### src/rtl/sft_pkg.sv
// Shared definitions for the framed synchronous transmitter.
// Assumes nothing beyond IEEE 1800-2017 packages.
package sft_pkg;

    // Default serial word width in bits.
    localparam int SFT_DEF_WORD_W = 8;

    // Default system-clock cycles per half bit period.
    localparam int SFT_DEF_HALF = 3;

    // Word sequencer state.
    typedef enum logic {
        SFT_IDLE = 1'b0,
        SFT_SEND = 1'b1
    } sft_state_e;

endpackage

### src/rtl/sft_clkdiv.sv
// Bit-clock divider.
// Produces the serial bit clock by toggling every HALF system cycles. It also
// produces a strobe in the system cycle just before each falling bit-clock
// edge; all output transitions of the transmitter are tied to that strobe.
// Assumes HALF >= 1.
module sft_clkdiv #(
    parameter int HALF = 3
) (
    input  logic clk,
    input  logic rst_n,
    output logic ser_clk,
    output logic fall_stb
);

    logic term;
    logic sclk_q;

    generate
        if (HALF == 1) begin : g_nodiv
            // Every cycle is a terminal cycle; no counter needed.
            assign term = 1'b1;
        end else begin : g_div
            localparam int CW = $clog2(HALF);
            localparam logic [CW-1:0] LAST = CW'(HALF - 1);
            logic [CW-1:0] cnt;

            // Count system cycles inside one half bit period.
            always_ff @(posedge clk) begin
                if (!rst_n)           cnt <= '0;
                else if (cnt == LAST) cnt <= '0;
                else                  cnt <= cnt + 1'b1;
            end

            assign term = (cnt == LAST);
        end
    endgenerate

    // Toggle the bit clock at the end of each half period.
    always_ff @(posedge clk) begin
        if (!rst_n)    sclk_q <= 1'b0;
        else if (term) sclk_q <= ~sclk_q;
    end

    assign ser_clk  = sclk_q;
    assign fall_stb = term && sclk_q;


    sclk_hold_chk: assert property (@(posedge clk) disable iff (!rst_n)
        !term |=> $stable(sclk_q));

endmodule

### src/rtl/sft_seq.sv
// Word sequencer.
// Tracks the bit position within the current frame and decides, at each
// falling bit-clock strobe, whether to shift, to start a new word or to idle.
// The acceptance slot (in_ready) opens only at a word boundary, for the one
// system cycle of the falling strobe.
// Assumes W >= 2.
module sft_seq
    import sft_pkg::*;
#(
    parameter int W = SFT_DEF_WORD_W
) (
    input  logic clk,
    input  logic rst_n,
    input  logic fall_stb,
    input  logic in_valid,
    output logic in_ready,
    output logic load,
    output logic shift,
    output logic busy
);

    localparam int IW = $clog2(W);
    localparam logic [IW-1:0] LAST_IDX = IW'(W - 1);

    sft_state_e    state;
    logic [IW-1:0] idx;
    logic          boundary;

    // A boundary is an idle period or the last bit of a frame.
    assign boundary = (state == SFT_IDLE) || (idx == LAST_IDX);
    assign in_ready = fall_stb && boundary;
    assign load     = in_ready && in_valid;
    assign shift    = fall_stb && !boundary;
    assign busy     = (state == SFT_SEND);

    // Advance the frame position on each falling strobe.
    always_ff @(posedge clk) begin
        if (!rst_n) begin
            state <= SFT_IDLE;
            idx   <= '0;
        end else if (load) begin
            state <= SFT_SEND;
            idx   <= '0;
        end else if (in_ready) begin
            state <= SFT_IDLE;
            idx   <= '0;
        end else if (shift) begin
            idx   <= idx + 1'b1;
        end
    end


    reload_start_chk: assert property (@(posedge clk) disable iff (!rst_n)
        load |=> (busy && idx == '0));

endmodule

### src/rtl/sft_shifter.sv
// Output shift register and frame-sync flop.
// Loads a word with sync raised, shifts left (MSB leaves first) with sync
// lowered, and clears both when a strobe passes with neither load nor shift.
// Assumes load and shift only occur together with fall_stb.
module sft_shifter
    import sft_pkg::*;
#(
    parameter int W = SFT_DEF_WORD_W
) (
    input  logic         clk,
    input  logic         rst_n,
    input  logic         fall_stb,
    input  logic         load,
    input  logic         shift,
    input  logic         busy,
    input  logic [W-1:0] in_data,
    output logic         ser_sync,
    output logic         ser_data
);

    logic [W-1:0] shreg;
    logic         sync_q;

    // Load, shift or clear the outgoing word on the falling strobe.
    always_ff @(posedge clk) begin
        if (!rst_n) begin
            shreg  <= '0;
            sync_q <= 1'b0;
        end else if (load) begin
            shreg  <= in_data;
            sync_q <= 1'b1;
        end else if (shift) begin
            shreg  <= {shreg[W-2:0], 1'b0};
            sync_q <= 1'b0;
        end else if (fall_stb) begin
            shreg  <= '0;
            sync_q <= 1'b0;
        end
    end

    assign ser_data = shreg[W-1];
    assign ser_sync = sync_q;


    edge_only_chk: assert property (@(posedge clk) disable iff (!rst_n)
        !fall_stb |=> ($stable(shreg) && $stable(sync_q)));


    idle_quiet_chk: assert property (@(posedge clk) disable iff (!rst_n)
        !busy |-> (!sync_q && !ser_data));

endmodule

### src/rtl/sync_frame_tx.sv
// Framed synchronous byte transmitter (top).
// Accepts bytes over ready/valid and sends each as one frame: sync high for
// the MSB period, then the remaining bits, all changing on the falling edge
// of a divided bit clock. Assumes a standard ready/valid source.
module sync_frame_tx
    import sft_pkg::*;
#(
    parameter int W    = SFT_DEF_WORD_W,
    parameter int HALF = SFT_DEF_HALF
) (
    input  logic         clk,
    input  logic         rst_n,
    input  logic         in_valid,
    input  logic [W-1:0] in_data,
    output logic         in_ready,
    output logic         ser_clk,
    output logic         ser_sync,
    output logic         ser_data
);

    logic fall_stb;
    logic load;
    logic shift;
    logic busy;

    sft_clkdiv #(.HALF(HALF)) u_div (
        .clk      (clk),
        .rst_n    (rst_n),
        .ser_clk  (ser_clk),
        .fall_stb (fall_stb)
    );

    sft_seq #(.W(W)) u_seq (
        .clk      (clk),
        .rst_n    (rst_n),
        .fall_stb (fall_stb),
        .in_valid (in_valid),
        .in_ready (in_ready),
        .load     (load),
        .shift    (shift),
        .busy     (busy)
    );

    sft_shifter #(.W(W)) u_shf (
        .clk      (clk),
        .rst_n    (rst_n),
        .fall_stb (fall_stb),
        .load     (load),
        .shift    (shift),
        .busy     (busy),
        .in_data  (in_data),
        .ser_sync (ser_sync),
        .ser_data (ser_data)
    );


    accept_msb_chk: assert property (@(posedge clk) disable iff (!rst_n)
        (in_ready && in_valid) |=> (ser_sync && ser_data == $past(in_data[W-1])));

endmodule

### config.mk
export PLATFORM = sky130hd
export DESIGN_NAME = sync_frame_tx
export DESIGN_NICKNAME = d
export VERILOG_FILES = /design/src/rtl/sft_pkg.sv /design/src/rtl/sft_clkdiv.sv /design/src/rtl/sft_seq.sv /design/src/rtl/sft_shifter.sv /design/src/rtl/sync_frame_tx.sv
export SDC_FILE = /design/constraint.sdc
export NUM_CORES = 1
export LEC_CHECK = 0
export BUFFER_PORTS_ARGS = -buffer_cell sky130_fd_sc_hd__buf_2
export CORE_MARGIN = 2
export CORE_UTILIZATION = 25
export DETAILED_ROUTE_END_ITERATION = 8
export SLEW_MARGIN = 30
export SYNTH_ARGS = -nofsm -noshare
export SYNTH_HDL_FRONTEND = slang
export SYNTH_SLANG_ARGS = --single-unit
### constraint.sdc
create_clock -name clk -period 1.7 [get_ports clk]
set_input_delay 0.34 -clock clk [delete_from_list [all_inputs] [get_ports clk]]
set_output_delay 0.34 -clock clk [all_outputs]
set_load 0.01 [all_outputs]
# Word level (Yosys, flattened, before mapping)
# Index checks and enable logic that the tools add are counted.
[classes] addsub=2 n_eq_ne=2 mux=8 bitwise_logic=3 n_reduce_logical=10
[op_table] op="2-to-1 mux 8 bit" n=3
[op_table] op="2-to-1 mux 1 bit" n=5
[op_table] op="logical AND 1 bit" n=4
[op_table] op="adder 3 x 1 -> 3 bit, second input constant" n=1
[op_table] op="== test 3 bit, second input constant" n=1
[op_table] op="inverter 1 bit" n=3
[op_table] op="nonzero test 3 bit" n=1
[op_table] op="OR reduction 3 bit" n=1
[op_table] op="adder 2 x 1 -> 2 bit, second input constant" n=1
[op_table] op="== test 2 bit, second input constant" n=1
[op_table] op="nonzero test 2 bit" n=1
[op_table] op="OR reduction 2 bit" n=1
[op_table] op="logical NOT 1 bit" n=1
[op_table] op="logical OR 1 bit" n=1
[totals] ff_bits=16 output_inout_bits=4

# Logic depth before layout (Yosys ltp)
[logic_depth] word_depth=6 mapped_depth=7 ltp_nobuf=5

# By module
# From an unflattened synthesis, not the netlist that was laid out.
[hier_totals] hier_cells=80 area_unflattened_um2=764.5
[modules_own_cells] mod="sft_shifter" instances=1 cells_per_inst=46 area_per_inst_um2=421.7
[modules_own_cells] mod="sft_seq" instances=1 cells_per_inst=23 area_per_inst_um2=231.5
[modules_own_cells] mod="sft_clkdiv" instances=1 cells_per_inst=11 area_per_inst_um2=111.4

# Least setup slack after synthesis
# Ideal clock, no wire load.
[synth_path] path_kind="register to output" startpoint="reg u_seq.idx[0]" endpoint="out in_ready" arrival_ps=1127 required_ps=1360 setup_slack_ps=233 path_stages_with_launch=6 n_path_buf=1 path_cell_list="dfxtp_1 > ha_1 > ha_1 > and2b_2 > buf_2 > nor2_1"
[synth_between] elab_chain_len=3
[synth_lines] item="from (decl)" line_no="sft_seq.sv:26" source="logic [IW-1:0] idx;"
[synth_lines] item="from (signal assigned)" line_no="sft_seq.sv:48" source="idx <= idx + 1'b1;"
[synth_lines] item="== test 3 bit" line_no="sft_seq.sv:30" source="assign boundary = (state == SFT_IDLE) || (idx == LAST_IDX);"
[synth_lines] item="logical OR 1 bit" line_no="sft_seq.sv:30"
[synth_lines] item="logical AND 1 bit" line_no="sft_seq.sv:31" source="assign in_ready = fall_stb && boundary;"
[synth_lines] item="to (decl)" line_no="sync_frame_tx.sv:15" source="output logic in_ready,"
# Every way passes these cells.

# Final worst setup path
[layout_path] startpoint="reg u_seq.idx[1]" endpoint="out in_ready"
# The elaborated chain is that of the path after synthesis.

==> tab_implementation.tex <==
\begin{tabular}{lr}
\hline
Metric & Value \\
\hline
\multicolumn{2}{l}{\textbf{Outcome}} \\
Status & complete, no violations \\
\multicolumn{2}{l}{\textbf{Setup path}} \\
Element type at the critical path end & output pin \\
Minimum setup slack among reg-to-reg paths & 250 ps \\
FF-to-FF End & u\_seq.busy \\
Crit Reg-Reg Startpoint & u\_seq.idx[1] \\
Depth of the most critical reg-to-reg path & 7 \\
Startpoint types & register \\
Worst-path maximum fanout & 2 \\
Arrival time of data at the critical path endpoint & between 1000 and 1500 ps \\
CP required & 1360 ps \\
Critical path start-end classification & reg2out \\
Critical path launch point & u\_seq.idx[1] \\
Last element of the critical path & in\_ready \\
\multicolumn{2}{l}{\textbf{Route}} \\
Detailed-route wire length per cell & about 11 um \\
Routed vias & 600 \\
Drt total wl & 1420 um \\
Via/cell ratio & 4.69 \\
DR iter-0 viols & 9 \\
Antenna viol nets, final & 0 \\
Detailed Routing Iterations Pass 1 & 4 \\
Final routed DRC violation total & 0 \\
\multicolumn{2}{l}{\textbf{STA}} \\
Hold Fails Final Rpt & 0 \\
Worst Tran Pin Value & 216 ps \\
Max-slew headroom at the worst pin & 85.6\% \\
Worst clock skew on the final layout & $\sim$7.3 ps \\
Share of the clock period used by the worst path after layout & a little over nine tenths \\
Final worst path period need & 1650 ps \\
Final setup violating endpoints & 0 \\
Maximum frequency from static timing analysis & 0.605 GHz \\
Final Slew Violations & 0 \\
\multicolumn{2}{l}{\textbf{GRT}} \\
Number of antenna violations at the first check in global routing & 0 \\
Total routing resource utilization after global routing & under 10\% \\
Wire length of the first global-routing pass & 2560 um \\
Vias in the first global route & 585 \\
Remaining global-route overflow & 0 \\
Pin count of the biggest net entering global routing & 19 \\
\multicolumn{2}{l}{\textbf{Hold path}} \\
Depth of the worst hold-timing path & 3 \\
Kind of path behind the tightest hold check & in2reg \\
\multicolumn{2}{l}{\textbf{Floorplanning}} \\
Die X-Extent & 57.1 um \\
Initial standard-cell utilization of the core & 26.0\% \\
Chip Height & about 57 um \\
CORE AREA & 2710 um2 \\
Boundary Pins & 15 \\
Floorplan row count & 19 \\
Die area & around 3300 um2 \\
\multicolumn{2}{l}{\textbf{Yosys}} \\
Post-Syn Nets & 95 \\
Mapped Avg Cell Area & between 8 and 9 um2 \\
Gate count of the mapped netlist & 81 \\
Number of storage elements in the synthesis netlist & 16 \\
Seq/Total Area, Yosys & 45.5\% \\
Area of the mapped netlist & between 700 and 800 um2 \\
Count of unique library cells instantiated by Yosys & 21 \\
Warnings from Yosys & 0 \\
\multicolumn{2}{l}{\textbf{Placement}} \\
Final weighted congestion of routability-driven global placement & 0.711 \\
Instance area after placement & 790 um2 \\
Placed instance count & roughly 120 \\
Port Buffer Count & 14 \\
Detailed Place HPWL & 950 um \\
\multicolumn{2}{l}{\textbf{Power and ir drop}} \\
Pleak & between 0.3 and 0.4 nW \\
Worst vdd rail ir drop & 0.285 mV \\
Power density of the placed cells & 857 nW/um2 \\
Total power & between 0.0007 and 0.0008 W \\
\multicolumn{2}{l}{\textbf{CTS}} \\
Cts bufs inserted & 3 \\
Clock Sinks & 16 \\
Maximum number of buffers from clock root to sink & 2 \\
Clock insertion delay at the later pin of the skew report & approximately 280 ps \\
Cell at the root of the clock tree & sky130\_fd\_sc\_hd\_\_clkbuf\_4 \\
Clock tree from TritonCTS & done \\
Cts-stage hold buffer count & 0 \\
Register clock-pin slew on the reported worst setup and hold paths & approximately 90 ps \\
Number of H-tree levels & 1 \\
\multicolumn{2}{l}{\textbf{Layout}} \\
Post-route cell area & 861 um2 \\
Register area & 323 um2 \\
Count of non-filler cells in the finished layout & 128 \\
Ant diodes & 0 \\
Layout Nets & between 100 and 150 \\
Footprint of the multi-input gates & 359 um2 \\
Share of cells above drive strength 1 & 28.9\% \\
FILL cells & 301 \\
Synth-to-Final Area Change & 22.2\% \\
\multicolumn{2}{l}{\textbf{Run}} \\
Max-cap check violation count & 0 \\
\hline
\end{tabular}
[what timing repair did]
action / 4_1_cts / 5_1_grt
cloned: 0 / 0
setup endpoints to repair: 1 / 1
endpoints found under the hold margin: 0 / 0
gates resized for setup: 5 / 1
setup buffers: 0 / 1
pin swaps: 1 / 0
[cell usage after synthesis]
cell type / n / area share (%)
sky130_fd_sc_hd__dfxtp_1: 16 / 45
sky130_fd_sc_hd__nand2b_1: 2 / 1.8
sky130_fd_sc_hd__and2_1: 2 / 1.8
sky130_fd_sc_hd__nand3_1: 10 / 7.1
sky130_fd_sc_hd__nand2_1: 12 / 6.4
sky130_fd_sc_hd__xor2_1: 1 / 1.2
sky130_fd_sc_hd__a31oi_1: 7 / 6.2
sky130_fd_sc_hd__ha_1: 3 / 5.3
sky130_fd_sc_hd__and2b_2: 1 / 1.2
sky130_fd_sc_hd__buf_6: 3 / 4.8
sky130_fd_sc_hd__nand4_1: 1 / 0.89
sky130_fd_sc_hd__nand2_2: 1 / 0.89
sky130_fd_sc_hd__nor2_1: 3 / 1.6
sky130_fd_sc_hd__inv_1: 1 / 0.53
sky130_fd_sc_hd__o21ai_1: 3 / 2.1
sky130_fd_sc_hd__a21boi_0: 5 / 5.3
sky130_fd_sc_hd__a21boi_1: 1 / 1.1
sky130_fd_sc_hd__or3_1: 1 / 0.89
sky130_fd_sc_hd__clkbuf_1: 2 / 1.1
sky130_fd_sc_hd__buf_2: 1 / 0.71
sky130_fd_sc_hd__o21ai_0: 5 / 3.6
[registers in the layout, summed over array words and instances, names as in the netlist]
register	count
u_div.g_div.cnt	2
u_div.ser_clk	1
u_seq.busy	1
u_seq.idx	3
u_shf.ser_sync	1
u_shf.shreg	8
[final cells by class]
type	count	share of cell area, %
Clock buffer	4	4.22
Timing Repair Buffer	18	11.6
Tap cell	31	4.51
Sequential cell	16	37.5
Multi-Input combinational cell	58	41.7
Inverter	1	0.436
[logic make-up (layout without fill, tap and decap cells)]
group | count (synthesis) | count (layout) | share of synthesized area (%)
xor+xnor | 1 | 1 | 1.24
buf+inv | 7 | 23 | 7.10
fa+ha+maj | 3 | 3 | 5.33
simple gates | 33 | 33 | 22.6
flops | 16 | 16 | 45.5
compound gates | 21 | 21 | 18.3
[worst max-delay path, stage by stage (launching register included)]
cell and delay, ps:
sky130_fd_sc_hd__dfxtp_2 360, sky130_fd_sc_hd__ha_4 140, sky130_fd_sc_hd__ha_4 120, sky130_fd_sc_hd__and2b_2 210
sky130_fd_sc_hd__nor2_1 70, sky130_fd_sc_hd__buf_2 130
[metal layers]
metal	global-route usage (%)	part of all wire (%)	vias to the layer above
met2	15.8	46	11
met4	5.98	1.5	0
met3	1.36	2.9	2
li1	-	-	313
met1	12.8	49	274
met5	0	0	-
[per-stage QoR]
stage                     utilization (%)  setup TNS (ps)  hold slack, ps  setup slack, ps
after floorplan                         -               0             392              233
after global placement               29.1               0             399              318
after detailed placement             29.1               0             407              296
after CTS                            31.1               0             306            0.560
after global routing                 31.8           -10.5             330            -10.5
final                                31.8               0             314             47.7
[report_power, final]
group          total [W]  internal (W)  switching [W]
logic          0.0000848     0.0000404      0.0000444
clock network   0.000245      0.000130       0.000114
registers       0.000409      0.000396      0.0000122
[cells in the final DEF (no fill, tap or decap), types with 2 or more instances in the layout]
master	Yosys	layout
sky130_fd_sc_hd__buf_2	1	14
sky130_fd_sc_hd__a21boi_0	5	5
sky130_fd_sc_hd__nor2_1	3	3
sky130_fd_sc_hd__and2_1	2	2
sky130_fd_sc_hd__nand2b_1	2	2
sky130_fd_sc_hd__dfxtp_1	16	14
sky130_fd_sc_hd__dfxtp_2	0	2
sky130_fd_sc_hd__clkbuf_4	0	3
sky130_fd_sc_hd__o21ai_0	5	5
sky130_fd_sc_hd__a31oi_1	7	7
sky130_fd_sc_hd__nand2_1	12	12
sky130_fd_sc_hd__buf_4	0	4
sky130_fd_sc_hd__nand3_1	10	10
sky130_fd_sc_hd__o21ai_1	3	3
sky130_fd_sc_hd__ha_4	0	2
[worst min path at each step]
stage	start	endpoint	slack, ps
after floorplan	u_div.g_div.cnt[0]	u_div.g_div.cnt[0]	390
after global routing	in_data[2]	u_shf.shreg[2]	330
after global placement	u_div.g_div.cnt[0]	u_div.g_div.cnt[0]	400
after CTS	in_data[3]	u_shf.shreg[3]	310
final	in_data[3]	u_shf.shreg[3]	310
after detailed placement	u_div.g_div.cnt[0]	u_div.g_div.cnt[0]	410
Power figures use the tool's default switching activity.
